## src/rtl/adc_scan_pkg.sv

```systemverilog
package adc_scan_pkg;
  parameter int CNT_W = 2;
  parameter int NCH   = 1 << CNT_W;
  parameter int CH_W  = CNT_W + 2;

  typedef struct packed {
    logic             set_sel;
    logic             grp_sel;
    logic [CNT_W-1:0] cnt;
  } scan_cfg_t;
endpackage

```

## src/rtl/adc_scan_start.sv

```systemverilog
module adc_scan_start
  import adc_scan_pkg::*;
(
  input  logic      clk,
  input  logic      rst_n,
  input  logic      sw_start,
  input  logic      tmr_trig,
  input  logic      ext_trig,
  input  logic      sw_stop,
  input  scan_cfg_t cfg_in,
  output logic      run,
  output logic      launch,
  output scan_cfg_t cfg_q
);
  logic      run_d;
  logic      any_trig;
  scan_cfg_t cfg_d;

  always_comb begin
    any_trig = sw_start | tmr_trig | ext_trig;
    launch   = ~run & any_trig;
    run_d    = run ? ~sw_stop : any_trig;
    cfg_d    = cfg_q;
    if (launch) cfg_d = cfg_in;
  end

  always_ff @(posedge clk or negedge rst_n) begin
    if (!rst_n) begin
      run   <= 1'b0;
      cfg_q <= '0;
    end else begin
      run   <= run_d;
      cfg_q <= cfg_d;
    end
  end

  AST_RETRIGGER_IGNORED: assert property (@(posedge clk) disable iff (!rst_n)
    run && !sw_stop |=> run && $stable(cfg_q));
  AST_TRIGGER_STARTS: assert property (@(posedge clk) disable iff (!rst_n)
    !run && (sw_start || tmr_trig || ext_trig) |=> run);
endmodule

```

## src/rtl/adc_scan_walker.sv

```systemverilog
module adc_scan_walker
  import adc_scan_pkg::*;
(
  input  logic             clk,
  input  logic             rst_n,
  input  logic             run,
  input  logic             launch,
  input  logic             sw_stop,
  input  logic             conv_done,
  input  logic [CNT_W-1:0] cnt,
  output logic [CNT_W-1:0] idx,
  output logic             conv_req,
  output logic             accept,
  output logic             pass_end
);
  logic [CNT_W-1:0] idx_d;
  logic             req_d;
  logic             last;

  always_comb begin
    accept   = run & conv_done;
    last     = (idx == cnt);
    pass_end = accept & last;
    idx_d    = idx;
    if (launch)      idx_d = '0;
    else if (accept) idx_d = last ? '0 : idx + 1'b1;
    req_d    = launch | (accept & ~sw_stop);
  end

  always_ff @(posedge clk or negedge rst_n) begin
    if (!rst_n) begin
      idx      <= '0;
      conv_req <= 1'b0;
    end else begin
      idx      <= idx_d;
      conv_req <= req_d;
    end
  end

  AST_START_AT_CH0: assert property (@(posedge clk) disable iff (!rst_n)
    launch |=> conv_req && idx == '0);
  AST_BACK_TO_BACK: assert property (@(posedge clk) disable iff (!rst_n)
    run && conv_done && !sw_stop |=> conv_req);
  AST_NO_REQ_WHEN_HALTED: assert property (@(posedge clk) disable iff (!rst_n)
    !run |-> !conv_req);
  AST_WRAP_ZERO: assert property (@(posedge clk) disable iff (!rst_n)
    pass_end |=> idx == '0);
endmodule

```

## src/rtl/adc_scan_results.sv

```systemverilog
module adc_scan_results
  import adc_scan_pkg::*;
#(
  parameter int DW = 10
) (
  input  logic             clk,
  input  logic             rst_n,
  input  logic             run,
  input  logic             wr_en,
  input  logic [CNT_W-1:0] wr_idx,
  input  logic [DW-1:0]    wr_data,
  output logic [NCH*DW-1:0] res_flat
);
  for (genvar i = 0; i < NCH; i++) begin : g_reg
    logic          en;
    logic [DW-1:0] q;
    logic [DW-1:0] d;

    always_comb begin
      en = wr_en && (wr_idx == CNT_W'(i));
      d  = en ? wr_data : q;
    end

    always_ff @(posedge clk or negedge rst_n) begin
      if (!rst_n) q <= '0;
      else        q <= d;
    end

    assign res_flat[i*DW +: DW] = q;
  end

  AST_IDLE_NO_WRITE: assert property (@(posedge clk) disable iff (!rst_n)
    !run |=> $stable(res_flat));
endmodule

```

## src/rtl/adc_scan_seq.sv

```systemverilog
module adc_scan_seq
  import adc_scan_pkg::*;
#(
  parameter int DW = 10
) (
  input  logic              clk,
  input  logic              rst_n,
  input  logic              sw_start,
  input  logic              tmr_trig,
  input  logic              ext_trig,
  input  logic              sw_stop,
  input  logic              set_sel,
  input  logic              grp_sel,
  input  logic [CNT_W-1:0]  ch_cnt,
  input  logic              irq_en,
  input  logic              flag_clr,
  input  logic              conv_done,
  input  logic [DW-1:0]     conv_data,
  output logic              conv_req,
  output logic [CH_W-1:0]   conv_ch,
  output logic              scan_on,
  output logic              end_flag,
  output logic              irq,
  output logic [NCH*DW-1:0] res_flat
);
  logic             rst_meta;
  logic             rst_s;
  logic             launch;
  logic             accept;
  logic             pass_end;
  logic             flag_d;
  logic [CNT_W-1:0] idx;
  scan_cfg_t        cfg_in;
  scan_cfg_t        cfg_q;

  always_ff @(posedge clk or negedge rst_n) begin
    if (!rst_n) begin
      rst_meta <= 1'b0;
      rst_s    <= 1'b0;
    end else begin
      rst_meta <= 1'b1;
      rst_s    <= rst_meta;
    end
  end

  assign cfg_in = '{set_sel: set_sel, grp_sel: grp_sel, cnt: ch_cnt};

  adc_scan_start u_start (
    .clk(clk), .rst_n(rst_s), .sw_start(sw_start), .tmr_trig(tmr_trig),
    .ext_trig(ext_trig), .sw_stop(sw_stop), .cfg_in(cfg_in),
    .run(scan_on), .launch(launch), .cfg_q(cfg_q)
  );

  adc_scan_walker u_walk (
    .clk(clk), .rst_n(rst_s), .run(scan_on), .launch(launch),
    .sw_stop(sw_stop), .conv_done(conv_done), .cnt(cfg_q.cnt),
    .idx(idx), .conv_req(conv_req), .accept(accept), .pass_end(pass_end)
  );

  adc_scan_results #(.DW(DW)) u_res (
    .clk(clk), .rst_n(rst_s), .run(scan_on), .wr_en(accept),
    .wr_idx(idx), .wr_data(conv_data), .res_flat(res_flat)
  );

  always_comb begin
    flag_d = end_flag;
    if (pass_end)      flag_d = 1'b1;
    else if (flag_clr) flag_d = 1'b0;
    conv_ch = {cfg_q.set_sel, cfg_q.grp_sel, idx};
    irq     = end_flag & irq_en;
  end

  always_ff @(posedge clk or negedge rst_s) begin
    if (!rst_s) end_flag <= 1'b0;
    else        end_flag <= flag_d;
  end

  AST_FLAG_FROM_PASS: assert property (@(posedge clk) disable iff (!rst_s)
    $rose(end_flag) |-> $past(conv_done) && $past(scan_on));
  AST_FLAG_HOLD: assert property (@(posedge clk) disable iff (!rst_s)
    end_flag && !flag_clr |=> end_flag);
endmodule

```

## config.mk

```make
export PLATFORM = sky130hd
export DESIGN_NAME = adc_scan_seq
export DESIGN_NICKNAME = d
export VERILOG_FILES = /design/src/rtl/adc_scan_pkg.sv /design/src/rtl/adc_scan_start.sv /design/src/rtl/adc_scan_walker.sv /design/src/rtl/adc_scan_results.sv /design/src/rtl/adc_scan_seq.sv
export SDC_FILE = /design/constraint.sdc
export NUM_CORES = 1
export LEC_CHECK = 0
export ABC_AREA = 0
export BUFFER_PORTS_ARGS = -buffer_cell sky130_fd_sc_hd__buf_2
export CAP_MARGIN = 0
export CORE_MARGIN = 2
export CORE_UTILIZATION = 53
export DETAILED_ROUTE_END_ITERATION = 12
export PLACE_DENSITY = 0.93
export SYNTH_ARGS = -nofsm -noshare
export SYNTH_HDL_FRONTEND = slang
export SYNTH_SLANG_ARGS = --single-unit
```

## constraint.sdc

```tcl
create_clock -name clk -period 3.7 [get_ports clk]
set_clock_uncertainty 0.2 [all_clocks]
set_input_delay 0.37 -clock clk [delete_from_list [all_inputs] [get_ports clk]]
set_output_delay 0.37 -clock clk [all_outputs]
set_load 0.01 [all_outputs]
```

# Yosys cells after proc, flatten, opt, wreduce, memory -nomap -nowiden
# Cells that the tools add are included.
# classes
addsub	1
n_eq_ne	4
n_mux	6
n_bitwise	10
reduce_logical	7
# ops
operator	n
2-to-1 mux 2 bit	3
bitwise AND 1 bit	5
equality test 2 bit, second input constant	2
logical AND 1 bit	4
nonzero test 2 bit	2
2-to-1 mux 1 bit	3
bitwise OR 1 bit	3
adder 2 x 1 -> 2 bit, second input constant	1
equality test 2 x 1 -> 1 bit, second input constant	1
equality test 2 bit	1
logical NOT 2 bit	1
NOT 1 bit	2
# word_totals
regBits	51
input_bits	23
out_inout_bits	48
wordCells	41

# Longest topological paths before layout
# depth
depth_word	4
depth_mapped	4
depth_no_buf	4

# Hierarchy
# A second synthesis with hierarchy kept.
# unflattened
hier_cells	136
hier_area_um2	2115.8
# by_module_without_submodules
module	n_inst	cells_each	area_per_inst_um2	seq_area_each_um2
adc_scan_results	1	87	1597.8	1001.0
adc_scan_start	1	25	257.7	125.1
adc_scan_walker	1	17	163.9	75.1
adc_scan_seq	1	7	96.3	75.1

# Least setup slack after synthesis
# OpenSTA, ideal clock, no wires.
# synth_timing
kind	reg2reg
start	reg u_walk.idx[0]
end	reg u_res.g_reg[0].q[0]
setup_ns	0.125
arrival_time_ns	1.256
t_required_ns	3.375
slack_ns	2.119
stages_incl_launch_ff	5
n_path_buf	0
synth_period_minus_slack_ns	1.581
path_cell_list	dfrtp_1 inv_1 ha_1 nand3_4 mux2_2
# synth_via
elab_chain_cells	2
# synth_rtl
item	line_no	source
start, declared	adc_scan_walker.sv:11	output logic [CNT_W-1:0] idx,
start signal, assigned	adc_scan_walker.sv:35	idx <= idx_d;
logical NOT 2 bit	adc_scan_results.sv:20	en = wr_en && (wr_idx == CNT_W'(i));
logical AND 1 bit	adc_scan_results.sv:20	
end signal, assigned	adc_scan_results.sv:25	if (!rst_n) q <= '0;
end signal, assigned	adc_scan_results.sv:26	else q <= d;
end, declared	adc_scan_results.sv:16	logic [DW-1:0] q;
# Every way passes these cells.
# A chain may end at the register's enable or synchronous reset.

# Worst setup path after layout
# layout_timing
start	reg u_start.run
end	out scan_on
# layout_rtl
item	line_no	source
start, declared	adc_scan_start.sv:11	output logic run,
start signal, assigned	adc_scan_start.sv:32	run <= run_d;
end, declared	adc_scan_seq.sv:21	output logic scan_on,
# No word-level cell between the ends.

==> results.json <==
{
  "gr-usage-met3_pct": 4.429,
  "setup_tns_ns": 0,
  "worst_slew_pin_slew_ns": 1.022,
  "end_kind": "output port",
  "rsz0062_at_grt": "no",
  "synthXorXnorAreaFrac_pct": 1.275,
  "cp_slowest_cell": "dfrtp_1",
  "synthArstFlopShare_pct": 100.0,
  "grtUsageMet1_pct": 25.00,
  "synth_area_leaders": "dfrtp_1 (62%), mux2_2 (24%), nand3_4 (3.4%)",
  "n_antenna_cell": 0,
  "wire_per_inst_um": 15.43,
  "numCtsBuffers": 5,
  "grtUsageMet2_pct": 30.50,
  "maxSlewHeadroom_pct": 31.88,
  "grt_usage_pct": 19.43,
  "cp.arrival_ns": 1.27,
  "cts_setup_buffers": 0,
  "yosys.area_share.adder_pct": 2.429,
  "wl_mm": 3.826,
  "busiest_layer": "met2",
  "io_pins": 71,
  "synth_fp_nets": 152,
  "die_h_um": 66.36,
  "gp_congestion": 0.8001,
  "dp_slack_ns": 2.017,
  "min_path_cells": 2,
  "h-tree-depth": 2,
  "yosys.area_share.simple_pct": 6.315,
  "fin_crit_sh_pct": 49.85,
  "rr_worst_depth": 2,
  "criticalPathCategory": "reg2out",
  "drt_iter0_drc": 49,
  "clk_pin_slew_ns": 0.09,
  "rows": 22,
  "p_leak_nw": 1.291,
  "hold_violations": 0,
  "yosysMostFrequentCell": "dfrtp_1",
  "grt_pass1_vias": 1215,
  "ys_types": 18,
  "finish.instance_area_um2": 2544,
  "fillCellCount": 271,
  "grt-ovfl-total": 0,
  "start_util_pct": 55.87,
  "die_area_um2": 4403,
  "rrSetupSlack_ns": 2.01,
  "antenna_found_initial": 0,
  "worstPathRequired_ns": 3.13,
  "place_area_um2": 2439,
  "min_path_type": "in2reg",
  "synth_mux_area_share_pct": 25.02,
  "start_kind": "flip-flop",
  "synth_seq_cells": 51,
  "synth_flop_cell": "dfrtp_1",
  "grt_first_pass_wirelength_mm": 6.120,
  "detail-route-antenna-nets": 0,
  "vias": 1269,
  "avgSynthCellArea_um2": 16.49,
  "slew_viol_final": 0,
  "crit_path_max_incr_delay_ns": 0.73,
  "port-buffer-count": 70,
  "status": "completed",
  "clock-sinks": 51,
  "synth_top_area_cell": "dfrtp_1",
  "drive_gt1_share_pct": 64.50,
  "yosys_warnings": 0,
  "ir_drop_mv": 0.4800,
  "post-dp-hpwl_mm": 2.744,
  "holdPathEnd": "u_walk.conv_req",
  "fmax_mhz": 542.2,
  "critPathTopFamily": "flip-flops",
  "r2r_end": "u_res.g_reg[2].q[1]",
  "r2r_start": "u_start.run",
  "synth_compound_area_share_pct": 0.6679,
  "remaining_drc_errors": 0,
  "maxCapViolations": 0,
  "synth_top_family_by_area": "multiplexers",
  "synth_common_cells": "dfrtp_1 (51), mux2_2 (44), ha_1 (4), nand3_4 (4)",
  "cts_root_buf": "clkbuf_8",
  "cts_tree": "yes",
  "seq_area_frac_synth_pct": 61.93,
  "crit_chain": "buf_2",
  "min-delay-start": "sw_stop",
  "drtPass1Iterations": 4,
  "final_util_pct": 68.96,
  "synthCells": 125,
  "synth.top_cell.area_share_pct": 61.93,
  "holdBufCountCts": 1,
  "grt_max_degree": 50,
  "ctsResizeCount": 0,
  "power.density_nw_per_um2": 786.1,
  "via_per_inst": 5.117,
  "cp_num_buf_inv": 1,
  "clk_latency_ns": 0.30,
  "worst_slack_ns": 1.856,
  "clock_path_buffers": 2,
  "dieWidth_um": 66.36,
  "synthesis.area_um2": 2061,
  "core_um2": 3689,
  "cp_max_fo": 9,
  "fin_nets": 226,
  "layout_min_cycle_time_ns": 1.844,
  "synth_edf_count": 0,
  "setup_viol": 0,
  "area_delta_synth_final_pct": 23.44
}
## per-layer routing
layer	wire, um	vias up
met4	115	0
met3	183	9
met5	0	-
li1	-	577
met2	1957	37
met1	1570	646
## through the flow
step	instances	power (mW)	hold slack, ns
after detailed placement	239	1.694	-0.04308
after floorplan	125	1.369	-0.1256
after CTS	248	2.024	0.04485
after global routing	248	2.126	0.04870
after global placement	239	1.660	-0.04558
final	248	2.000	0.05163
## state kept, by name, indices dropped and copies added (netlist names)
register / cells
rst_s: 1
u_walk.conv_req: 1
u_start.cfg_q: 4
u_walk.idx: 2
rst_meta: 1
u_start.run: 1
u_res.g.q: 40
end_flag: 1
## area by class of cell
type / instances / area [um2] / share of cell area (%)
clock buffers: 7 / 86.33 / 3.394
clock inverters: 1 / 8.758 / 0.3443
inverters: 3 / 11.26 / 0.4427
multi-input cells: 67 / 739.5 / 29.07
flip-flops and latches: 51 / 1277 / 50.22
well taps: 48 / 60.06 / 2.361
repair buffers: 71 / 360.3 / 14.17
## cells by family after synthesis
group / after synthesis
and+or+nand+nor: 11
DFF: 51
buffers and inverters: 7
xor gates and xnor gates: 3
muxes: 46
adders and majority gates: 4
AOI/OAI and AO/OA: 2
other: 1
## layout by cell type, fill, tap and decap left out, types with 2 or more instances in the layout
cell type   n
clkbuf_8    6
inv_1       3
nand3_4     4
xor2_1      2
nor3_1      3
ha_1        4
mux2i_1     2
dfrtp_1    50
buf_2      70
mux2_2     44
## how the worst max path moves through the flow
stage,start,endpoint,slack (ns),cells past startpoint
finish,u_start.run,scan_on,1.86,1
global route,u_start.run,scan_on,1.80,1
CTS,u_start.run,scan_on,1.85,1
detailed placement,u_start.run,u_res.g_reg[3].q[3],2.02,2
global placement,u_start.run,u_res.g_reg[2].q[0],2.05,2
floorplan,rst_s,end_flag,1.98,0
## power breakdown
| part | internal, mW | switching (mW) | leakage (nW) | total [mW] |
|---|---|---|---|---|
| logic | 0.390 | 0.341 | 0.617 | 0.731 |
| clock network | 0.153 | 0.174 | 0.0484 | 0.328 |
| registers | 0.800 | 0.141 | 0.625 | 0.941 |
| total | 1.34 | 0.656 | 1.29 | 2.00 |
No activity file was read; power rests on OpenSTA's default activity.
